[config.mk]
export PLATFORM = sky130hd
export DESIGN_NAME = byteword_aligner
export DESIGN_NICKNAME = d
export VERILOG_FILES = /design/src/rtl/aligner_pkg.sv /design/src/rtl/aligner_ctrl.sv /design/src/rtl/aligner_datapath.sv /design/src/rtl/byteword_aligner.sv
export SDC_FILE = /design/constraint.sdc
export NUM_CORES = 1
export LEC_CHECK = 0
export ABC_AREA = 1
export BUFFER_PORTS_ARGS = -buffer_cell sky130_fd_sc_hd__buf_2
export CAP_MARGIN = 20
export CORE_MARGIN = 2
export CORE_UTILIZATION = 55
export DETAILED_ROUTE_END_ITERATION = 10
export PLACE_DENSITY = 0.83
export SYNTH_ARGS = -nofsm -noshare
export SYNTH_HDL_FRONTEND = slang
export SYNTH_SLANG_ARGS = --single-unit
[constraint.sdc]
create_clock -name clk -period 3.2 [get_ports clk]
set_clock_uncertainty 0.2 [all_clocks]
set_input_delay 0.16 -clock clk [delete_from_list [all_inputs] [get_ports clk]]
set_output_delay 0.16 -clock clk [all_outputs]
set_load 0.005 [all_outputs]
[src/rtl/aligner_pkg.sv]
package aligner_pkg;

  typedef enum logic [1:0] {
    ST_IDLE   = 2'd0,
    ST_FIRST  = 2'd1,
    ST_SECOND = 2'd2
  } alignState_t;

  // strobes from the sequencer to the datapath
  typedef struct packed {
    logic capture;       // latch the incoming request
    logic busActive;     // a bus cycle is being presented
    logic secondBeat;    // the current bus cycle is the upper half of a split word
    logic splitAdvance;  // first half of a split word completes this edge
    logic finish;        // last bus cycle completes this edge
  } alignStrobes_t;

endpackage

[src/rtl/aligner_ctrl.sv]
module aligner_ctrl
  import aligner_pkg::*;
(
  input  logic          clk,
  input  logic          rstN,
  input  logic          reqValid,
  input  logic          memReady,
  input  logic          split,
  output logic          reqReady,
  output alignStrobes_t strobes
);

  alignState_t stateQ, stateD;

  always_comb begin
    stateD = stateQ;
    unique case (stateQ)
      ST_IDLE:   if (reqValid) stateD = ST_FIRST;
      ST_FIRST:  if (memReady) stateD = split ? ST_SECOND : ST_IDLE;
      ST_SECOND: if (memReady) stateD = ST_IDLE;
      default:   stateD = ST_IDLE;
    endcase
  end

  always_ff @(posedge clk or negedge rstN) begin
    if (!rstN) stateQ <= ST_IDLE;
    else       stateQ <= stateD;
  end

  always_comb begin
    reqReady             = (stateQ == ST_IDLE);
    strobes.capture      = (stateQ == ST_IDLE) && reqValid;
    strobes.busActive    = (stateQ != ST_IDLE);
    strobes.secondBeat   = (stateQ == ST_SECOND);
    strobes.splitAdvance = (stateQ == ST_FIRST) && memReady && split;
    strobes.finish       = memReady && (((stateQ == ST_FIRST) && !split) ||
                                        (stateQ == ST_SECOND));
  end

  // after a capture the block is busy and closed to new requests
  assert_busy_after_capture_R2: assert property (@(posedge clk) disable iff (!rstN)
    strobes.capture |=> (strobes.busActive && !reqReady));

  // the first half of a split word is always followed by the second half
  assert_split_second_R5: assert property (@(posedge clk) disable iff (!rstN)
    strobes.splitAdvance |=> strobes.secondBeat);

  // completion returns the block to idle at once
  assert_finish_idle_R11: assert property (@(posedge clk) disable iff (!rstN)
    strobes.finish |=> reqReady);

endmodule

[src/rtl/aligner_datapath.sv]
module aligner_datapath
  import aligner_pkg::*;
#(
  parameter int ADDR_W = 20,
  parameter int DATA_W = 16
) (
  input  logic              clk,
  input  logic              rstN,
  input  alignStrobes_t     strobes,
  input  logic              reqWrite,
  input  logic              reqWord,
  input  logic [ADDR_W-1:0] reqAddr,
  input  logic [DATA_W-1:0] reqWdata,
  input  logic [DATA_W-1:0] memRdata,
  output logic              split,
  output logic [ADDR_W-1:0] memAddr,
  output logic [1:0]        memBe,
  output logic              memWrite,
  output logic [DATA_W-1:0] memWdata,
  output logic [DATA_W-1:0] rdata,
  output logic              done
);

  localparam int BYTE_W = 8;
  localparam int LANES  = DATA_W / BYTE_W;

  logic [ADDR_W-1:0] addrQ;
  logic              wordQ, writeQ;
  logic [DATA_W-1:0] wdataQ;
  logic [BYTE_W-1:0] lowByteQ;
  logic [DATA_W-1:0] rdataQ;
  logic              doneQ;

  logic [ADDR_W-1:0] evenBase, nextBase;
  logic [1:0]        wantMask;
  logic              oddAddr;
  logic [BYTE_W-1:0] laneRd [LANES];
  logic [BYTE_W-1:0] laneWr [LANES];

  always_ff @(posedge clk or negedge rstN) begin
    if (!rstN) begin
      addrQ  <= '0;
      wordQ  <= 1'b0;
      writeQ <= 1'b0;
      wdataQ <= '0;
    end else if (strobes.capture) begin
      addrQ  <= reqAddr;
      wordQ  <= reqWord;
      writeQ <= reqWrite;
      wdataQ <= reqWdata;
    end
  end

  assign oddAddr  = addrQ[0];
  assign split    = wordQ && oddAddr;
  assign evenBase = {addrQ[ADDR_W-1:1], 1'b0};
  assign nextBase = evenBase + ADDR_W'(2);
  assign memAddr  = strobes.secondBeat ? nextBase : evenBase;

  // lanes this bus cycle really wants
  always_comb begin
    if (strobes.secondBeat)      wantMask = 2'b01;
    else if (wordQ && !oddAddr)  wantMask = 2'b11;
    else if (oddAddr)            wantMask = 2'b10;
    else                         wantMask = 2'b01;
  end

  assign memWrite = strobes.busActive && writeQ;
  assign memBe    = !strobes.busActive ? 2'b00 : (writeQ ? wantMask : 2'b11);

  // per-lane write steering and read extraction
  for (genvar l = 0; l < LANES; l++) begin : g_lane
    assign laneRd[l] = memRdata[l*BYTE_W +: BYTE_W];
    assign memWdata[l*BYTE_W +: BYTE_W] = laneWr[l];
  end

  always_comb begin
    laneWr[0] = strobes.secondBeat ? wdataQ[15:8] : wdataQ[7:0];
    laneWr[1] = (wordQ && !oddAddr && !strobes.secondBeat) ? wdataQ[15:8] : wdataQ[7:0];
  end

  always_ff @(posedge clk or negedge rstN) begin
    if (!rstN) begin
      lowByteQ <= '0;
      rdataQ   <= '0;
      doneQ    <= 1'b0;
    end else begin
      doneQ <= strobes.finish;
      if (strobes.splitAdvance && !writeQ) lowByteQ <= laneRd[1];
      if (strobes.finish && !writeQ) begin
        if (strobes.secondBeat)  rdataQ <= {laneRd[0], lowByteQ};
        else if (wordQ)          rdataQ <= memRdata;
        else                     rdataQ <= {{BYTE_W{1'b0}}, oddAddr ? laneRd[1] : laneRd[0]};
      end
    end
  end

  assign rdata = rdataQ;
  assign done  = doneQ;

  // second half steps two bytes up, wrapping at the top of the space
  assert_split_step_R5: assert property (@(posedge clk) disable iff (!rstN)
    $past(strobes.splitAdvance) |-> (memAddr == ADDR_W'($past(memAddr) + ADDR_W'(2))));

  // a byte write touches exactly one lane
  assert_byte_write_lane_R7: assert property (@(posedge clk) disable iff (!rstN)
    (strobes.busActive && writeQ && !wordQ) |-> ($countones(memBe) == 1));

  // completion is a single-cycle pulse
  assert_done_pulse_R9: assert property (@(posedge clk) disable iff (!rstN)
    done |=> !done);

endmodule

[src/rtl/byteword_aligner.sv]
module byteword_aligner
  import aligner_pkg::*;
#(
  parameter int ADDR_W = 20,
  parameter int DATA_W = 16
) (
  input  logic              clk,
  input  logic              rstN,
  input  logic              reqValid,
  output logic              reqReady,
  input  logic              reqWrite,
  input  logic              reqWord,
  input  logic [ADDR_W-1:0] reqAddr,
  input  logic [DATA_W-1:0] reqWdata,
  output logic              done,
  output logic [DATA_W-1:0] rdata,
  output logic              memValid,
  output logic              memWrite,
  output logic [ADDR_W-1:0] memAddr,
  output logic [1:0]        memBe,
  output logic [DATA_W-1:0] memWdata,
  input  logic [DATA_W-1:0] memRdata,
  input  logic              memReady
);

  alignStrobes_t strobes;
  logic          split;

  aligner_ctrl u_ctrl (
    .clk      (clk),
    .rstN     (rstN),
    .reqValid (reqValid),
    .memReady (memReady),
    .split    (split),
    .reqReady (reqReady),
    .strobes  (strobes)
  );

  aligner_datapath #(
    .ADDR_W (ADDR_W),
    .DATA_W (DATA_W)
  ) u_datapath (
    .clk      (clk),
    .rstN     (rstN),
    .strobes  (strobes),
    .reqWrite (reqWrite),
    .reqWord  (reqWord),
    .reqAddr  (reqAddr),
    .reqWdata (reqWdata),
    .memRdata (memRdata),
    .split    (split),
    .memAddr  (memAddr),
    .memBe    (memBe),
    .memWrite (memWrite),
    .memWdata (memWdata),
    .rdata    (rdata),
    .done     (done)
  );

  assign memValid = strobes.busActive;

  // a stalled bus cycle keeps every control and data field
  assert_bus_hold_R8: assert property (@(posedge clk) disable iff (!rstN)
    (memValid && !memReady) |=> (memValid && $stable(memAddr) && $stable(memBe) &&
                                 $stable(memWdata) && $stable(memWrite)));

  // a write bus cycle always enables at least one lane
  assert_write_enables_R7: assert property (@(posedge clk) disable iff (!rstN)
    (memValid && memWrite) |-> (memBe != 2'b00));

  // reset leaves the block idle with no bus activity
  assert_reset_idle_R1: assert property (@(posedge clk)
    !rstN |-> (reqReady && !memValid && !done));

endmodule

==> summary.md, run 1 <==
| Metric | Value |
|---|---|
| Outcome | completed |
| DR vias | 3482 |
| RSZ-0062 raised after global routing | no |
| Data required, critical path | between 2000 and 3000 ps |
| Setup slack, reg-to-reg | 1130 ps |
| Synth Area in XOR/XNOR | under 10% |
| Sw Ratio | 40.9% |
| R2r worst-path depth | 3 |
| Worst vdd ir | roughly 0.50 mV |
| Kind of critical path | flip-flop to primary output |
| HP Class | primary input to flip-flop |
| Power Dens Cells | slightly below 900 nW/um2 |
| Area occupied by multi-input gates | roughly 1600 um2 |
| Die Height | roughly 84 um |
| Crit path max fanout | a little over 40 |
| Switching power | approximately 1.7 mW |
| Clock Tree Root | clkbuf_8 |
| Placed cell areas | approximately 4100 um2 |
| Mapped Nets | 482 |
| Num CTS Buffers | 9 |
| Reg power frac | between 30% and 40% |
| Slew headroom | 31.5% |
| Int Pwr | roughly 2.5 mW |
| Compound-Gate Fraction of Synth Area | between 8 and 9% |
| IO Pins | 116 |
| Combinational power share | between 40% and 50% |
| Kind of end point of the critical path | primary output |
| Routed Antenna Nets | 0 |
| Num rows | 29 |
| Pin count of the biggest net entering global routing | between 50 and 60 |
| Adder-Cell Fraction of Synth Area | 0.355% |
| Area of the core | 6280 um2 |
| Residual DRC | 0 |
| Worst-Margin Slew | about 1000 ps |
| Critical Path Slowest Stage Cell | dfrtp_1 |
| Port Buffers | between 100 and 150 |
| Post-Syn Area | between 3000 and 4000 um2 |
| Worst path top cell family by delay | simple AND/OR/NAND/NOR gates |
| Cell variety after synth | 30 |
| Worst Path Arrival | 2190 ps |
| Setup TNS | 0 ps |
| FILL cells | ~450 |
| Share of cells above drive strength 1 | 28.9% |
| Vias in the first global route | between 3000 and 4000 |
| Worst Hold Path EP | u_datapath.rdata[13] |
| GRT Util Overall | approximately 27% |
| Overall Power | 4.15 mW |
| Simple-gate share of the synthesized area | between 20% and 30% |
| Sink Count | 65 |
| Design Area, Final | ~4700 um2 |
| Post-synthesis sequential area ratio | 46.2% |
| Area growth, synth to finish | 34.6% |
| Drt via density | 5.26 |
| Leakage | 2.52 nW |
| Grt total ovfl | 0 |
| Slew Limit Fails | 0 |
| Syn_area_per_cell | 8.33 um2 |
| Final core occ | between 70 and 80% |
| Tmin final | 2550 ps |
| Type of origin of the critical path | flip-flop |
| Per-cell routed wire length | around 14 um |
| Area leader, netlist | dfrtp_1 |
| Initial antenna violation count | 0 |
| Hold WS | 6.43 ps |
| Worst r2r dst | u_datapath.addrQ[10] |
| Synth top area cells | dfrtp_1, nand2_1, mux2_2, o21ai_0, nand3_1 |
| FF-to-FF Start | u_ctrl.stateQ[1] |
| Final Hold Viols | 0 |
| Crit path largest cell delay | roughly 450 ps |
| Yosys top cell area share | around 46% |
| Clock transition at path regs | approximately 70 ps |
| Min-delay src | memRdata[5] |
| Setup violators final | 0 |
| First-pass GRT wire length | 15300 um |
| Yosys warnings | 0 |
| Worst path cell trace | inv_1, nand2_4, nand2_1, o21ai_0, buf_2 |
| Nets | ~640 |
| Main combinational cell family by area after synthesis | simple AND/OR/NAND/NOR gates |
| Worst Hold Depth | 5 |
| Ant. Diodes | 0 |
| Buf/Inv on CP | 2 |
| Initial Utilization | between 50% and 60% |
| Clk pwr share | about 16% |
| Gpl congestion | ~0.92 |
| Multiplexer area fraction after synthesis | approximately 8.0% |
| FF+latch count, synth | 65 |
| Fmax | between 300 and 400 MHz |
| Chip width | around 84 um |
| Total die area | 7060 um2 |
| CTS H-tree depth | 3 |
| Clock Latency Late Sink | 340 ps |
| Fraction of the cycle the final worst path needs | around four fifths |
| Register Area | around 1600 um2 |
| CTS tree | yes |
| Clk buf depth | 2 |
| Post-Synthesis Cells | 423 |
| Max Cap Violations | 0 |
| Drt total wl | ~9400 um |
| Final HPWL DP | between 6000 and 7000 um |
| Initial drt markers | ~260 |
| TritonRoute pass-1 iters | 5 |
tightest hold or removal path: cells and delay by family:
family	cells	cell delay, ps
and+or+nand+nor	2	120
buffers and inverters	2	150
AOI/OAI and AO/OA	1	80
cells in the final DEF, fill, tap and decap left out, types with 3 or more instances in the layout:
cell type | synthesis | routed
nand4_1 | 4 | 4
clkbuf_8 | 0 | 10
nand2_1 | 130 | 130
dfrtp_1 | 65 | 65
nor2_1 | 31 | 31
xnor2_1 | 11 | 11
buf_2 | 5 | 114
mux2_2 | 25 | 25
xor2_1 | 3 | 3
nand2_4 | 3 | 3
nand3_1 | 27 | 27
a21oi_1 | 13 | 13
inv_1 | 32 | 32
clkbuf_1 | 3 | 3
dlygate4sd3_1 | 0 | 48
nor2_4 | 4 | 4
o21ai_0 | 42 | 42
flip-flops by register name, indices dropped and copies added (netlist names):
name,flops
u_ctrl.stateQ,2
u_datapath.addrQ,20
u_datapath.done,1
u_datapath.lowByteQ,8
u_datapath.rdata,16
u_datapath.wdataQ,16
u_datapath.wordQ,1
u_datapath.writeQ,1
routing by layer:
metal	global-route usage [%]	vias to the layer above	part of all wire (%)
met2	46.0	175	50
met4	9.82	0	2.1
met1	33.2	1617	41
met5	0	-	0
met3	7.42	23	7.0
li1	-	1667	-
power groups by stage:
stage	clock network, mW	registers [mW]	logic, mW
global placement	0	1.54	1.76
finish	0.682	1.57	1.90
global route	0.738	1.62	2.11
detailed placement	0	1.57	1.80
CTS	0.686	1.55	1.86
floorplan	0	1.48	1.24
worst max-delay path by stage:
stage | to | slack (ps) | cells past startpoint | from
CTS | memWdata[12] | 690 | 5 | u_ctrl.stateQ[0]
global route | memWdata[12] | 500 | 5 | u_ctrl.stateQ[0]
detailed placement | memWdata[9] | 1110 | 5 | u_ctrl.stateQ[0]
finish | memWdata[12] | 650 | 5 | u_ctrl.stateQ[0]
global placement | memWdata[15] | 1190 | 5 | u_ctrl.stateQ[0]
floorplan | memAddr[13] | 1610 | 6 | u_datapath.addrQ[1]
cell usage after synthesis:
cell        n
a21oi_1    13
a31oi_1     1
buf_2       5
buf_4       4
buf_6       6
clkbuf_1    3
conb_1      1
dfrtp_1    65
ha_1        1
inv_1      32
inv_2       2
inv_4       1
mux2_2     25
nand2_1   130
nand2_2     2
nand2_4     3
nand3_1    27
nand3b_1    1
nand4_1     4
nor2_1     31
nor2_2      1
nor2_4      4
nor2_8      1
nor3_1      1
nor3b_4     1
o21ai_0    42
o21ai_1     1
o21bai_1    1
xnor2_1    11
xor2_1      3
stage by stage:
| step | std cells | setup slack [ps] |
|---|---|---|
| 2_1_floorplan | 423 | 1610 |
| 3_3_place_gp | 598 | 1190 |
| 3_5_place_dp | 598 | 1110 |
| 4_1_cts | 662 | 694 |
| 5_1_grt | 662 | 504 |
| 6_report | 662 | 646 |
area by class of cell:
class	instances	area share, %
clock buffer	13	3.14
clock inverter	3	0.845
inverter	35	2.82
multi-input combinational	305	34.3
sequential	65	34.3
tap	77	2.03
timing repair buffer	164	22.5
cells by family after synthesis:
family                   count (synthesis)
AO/OA/AOI/OAI                           58
XOR/XNOR                                14
adder cells (fa/ha/maj)                  1
buffers and inverters                   53
flip-flops                              65
multiplexers                            25
other                                    1
AND/OR/NAND/NOR                        206
what timing repair did:
action	in CTS	in global routing
endpoints found under the hold margin	69	0
setup buffers	0	0
setup endpoints to repair	0	0
resized for setup	0	0
hold buffers	48	0
No activity file was read; power rests on OpenSTA's default activity.
==> run 2: changes to the inputs <==
--- a/config.mk
+++ b/config.mk
@@ -9,9 +9,9 @@
 export BUFFER_PORTS_ARGS = -buffer_cell sky130_fd_sc_hd__buf_2
 export CAP_MARGIN = 20
 export CORE_MARGIN = 2
-export CORE_UTILIZATION = 55
+export CORE_UTILIZATION = 46
 export DETAILED_ROUTE_END_ITERATION = 10
-export PLACE_DENSITY = 0.83
+export PLACE_DENSITY = 0.74
 export SYNTH_ARGS = -nofsm -noshare
 export SYNTH_HDL_FRONTEND = slang
 export SYNTH_SLANG_ARGS = --single-unit
==> constraint.sdc (replaced) <==
create_clock -name clk -period 2.05 [get_ports clk]
set_clock_uncertainty 0.2 [all_clocks]
set_input_delay 0.1025 -clock clk [delete_from_list [all_inputs] [get_ports clk]]
set_output_delay 0.1025 -clock clk [all_outputs]
set_load 0.005 [all_outputs]
==> run 2 against run 1 <==
Net effect:
- flip-flop and latch count did not move
- combinational power rose by 66%
- routed wire length grew 3.6%
- utilization shrank 6.7 points
- total power rose by 65%
- count of clock-buffer cells in the layout shrank 3
- setup slack worse by 590 ps
- global-route usage down 3.0 points
- worst hold slack better by 22 ps
- critical path type unchanged
- largest power group unchanged
==> summary.md, run 2 (synthesis gave the netlist of run 1 again) <==
| Metric | Value |
|---|---|
| Max reg flops | 20 |
| Share of cells above drive strength 1 | about a third |
| GRT Util Overall | 24.2% |
| Min-delay src | memRdata[1] |
| RSZ-0062 raised after global routing | yes |
| Clock transition at path regs | about 80 ps |
| Design Area, Final | 5050 um2 |
| Outcome | completed |
| Placed cell areas | just over 4000 um2 |
| Final Hold Viols | 0 |
| DR vias | 3466 |
| Clock Tree Root | clkbuf_8 |
| Most frequent cells in the layout | nand2_1, buf_2, dfrtp_1 |
| CTS tree | yes |
| Pin count of the biggest net entering global routing | between 50 and 60 |
| Drt total wl | 9740 um |
| IO Pins | approximately 120 |
| Initial drt markers | 200 |
| Vias in the first global route | 3362 |
| Fraction of the cycle the final worst path needs | 97.2% |
| TritonRoute pass-1 iters | 4 |
| Clock Latency Late Sink | ~340 ps |
| Overall Power | 6.86 mW |
| Area of the core | between 7000 and 8000 um2 |
| Worst-Margin Slew | ~550 ps |
| Gpl congestion | around 0.84 |
| Final HPWL DP | 6180 um |
| Max Cap Violations | 0 |
| Area growth, synth to finish | 43.3% |
| Final core occ | between 60% and 70% |
| Grt total ovfl | 0 |
| Slew Limit Fails | 0 |
| CP Launch Point | u_ctrl.stateQ[0] |
| Kind of end point of the critical path | primary output |
| Routed Antenna Nets | 0 |
| Nets | 660 |
| FILL cells | ~600 |
| Data required, critical path | roughly 1800 ps |
| Most flop-heavy register | u_datapath.addrQ |
| Initial Utilization | roughly 48% |
| Num rows | 31 |
| Port Buffers | 114 |
| Drt via density | 4.92 |
| Type of origin of the critical path | flip-flop |
| Setup violators final | 0 |
| Worst Path Arrival | around 1700 ps |
| First-pass GRT wire length | about 16000 um |
| Setup ws final | ~57 ps |
| Die Height | around 90 um |
| Fmax | 502 MHz |
| Pre-CTS setup slack | about 160 ps |
| Residual DRC | 0 |
| Num CTS Buffers | 9 |
| Register Area | 1630 um2 |
| Clk buf depth | 2 |
| Worst vdd ir | 0.724 mV |
| Per-cell routed wire length | roughly 14 um |
| FF-to-FF Start | u_datapath.wordQ |
| Crit path max fanout | 7 |
| Most common cell after layout, fill and taps aside | nand2_1 |
| Leakage | 2.63 nW |
| Sink Count | 65 |
| Total die area | 8370 um2 |
| Slew headroom | a little over three fifths |
| Area occupied by multi-input gates | approximately 1700 um2 |
| Tmin final | ~2000 ps |
| Power Dens Cells | 1360 nW/um2 |
| HP Class | primary input to flip-flop |
| Initial antenna violation count | 0 |
| Kind of critical path | flip-flop to primary output |
| CTS H-tree depth | 3 |
| Chip width | roughly 92 um |
| Ant. Diodes | 0 |
-- run 2: cell count changes in the layout (fill, tap and decap cells not counted), sizes merged --
cell and delta:
buf +13, dlygate4sd3 +7, clkbuf -3, bufinv +1, clkinvlp +1, inv +1, nand2 +1
-- run 2: path summary, 6_finish.rpt --
check | to | slack [ps] | cells past startpoint
setup / recovery | memAddr[16] | 60 | 7
hold / removal | u_datapath.rdata[9] | 30 | 5
setup reg to reg | u_datapath.rdata[5] | 270 | 8
hold reg to reg | u_datapath.rdata[11] | 270 | 2
max in group asynchronous | u_datapath.addrQ[17] | 920 | 3
min in group asynchronous | u_datapath.addrQ[0] | 120 | 2
-- run 2: per-layer routing --
layer | part of all wire (%) | track usage (%) | up-vias | wire length, um
met4 | 2.6 | 11.1 | 0 | 250
met3 | 6.2 | 4.07 | 19 | 600
met5 | 0 | 0 | - | 0
met1 | 42 | 30.2 | 1596 | 4080
li1 | - | - | 1712 | -
met2 | 49 | 40.7 | 139 | 4810
-- run 2: metrics by stage --
step,hold slack [ps],TNS [ps],std cells
floorplan,-393,0,423
global placement,-86.9,0,623
detailed placement,-78.8,0,623
CTS,7.38,0,700
global route,61.9,-24.1,705
finish,28.4,0,705
-- run 2: area by class of cell --
class	instances	share of cell area (%)
Timing Repair Buffer	184	24.9
Multi-Input combinational cell	306	33.1
Clock inverter	6	1.78
Tap cell	99	2.45
Sequential cell	65	32.3
Inverter	35	2.70
Clock buffer	10	2.73
-- run 2: power breakdown --
| part | internal, mW | switching, mW | leakage [nW] | total [mW] |
|---|---|---|---|---|
| Sequential | 1.91 | 0.551 | 0.777 | 2.46 |
| Clock | 0.722 | 0.522 | 0.113 | 1.24 |
| Combinational | 1.48 | 1.68 | 1.74 | 3.16 |
| Total | 4.11 | 2.75 | 2.63 | 6.86 |
-- run 2: timing repair --
| item | 4_1_cts | 5_1_grt |
|---|---|---|
| setup endpoints to repair | 19 | 19 |
| setup buffers | 5 | 5 |
| gates resized for setup | 8 | 3 |
| hold endpoints to repair | 114 | 0 |
| pin swaps | 2 | 4 |
| hold buffers | 55 | 0 |
| cloned | 1 | 0 |
-- run 2: worst max-delay path, stage by stage, from the launching register on --
cell     delay, ps
dfrtp_2        440
inv_4           90
nand2_8         80
nor2_4         140
buf_4          140
nand4_1        120
xnor2_1        200
buf_2          140
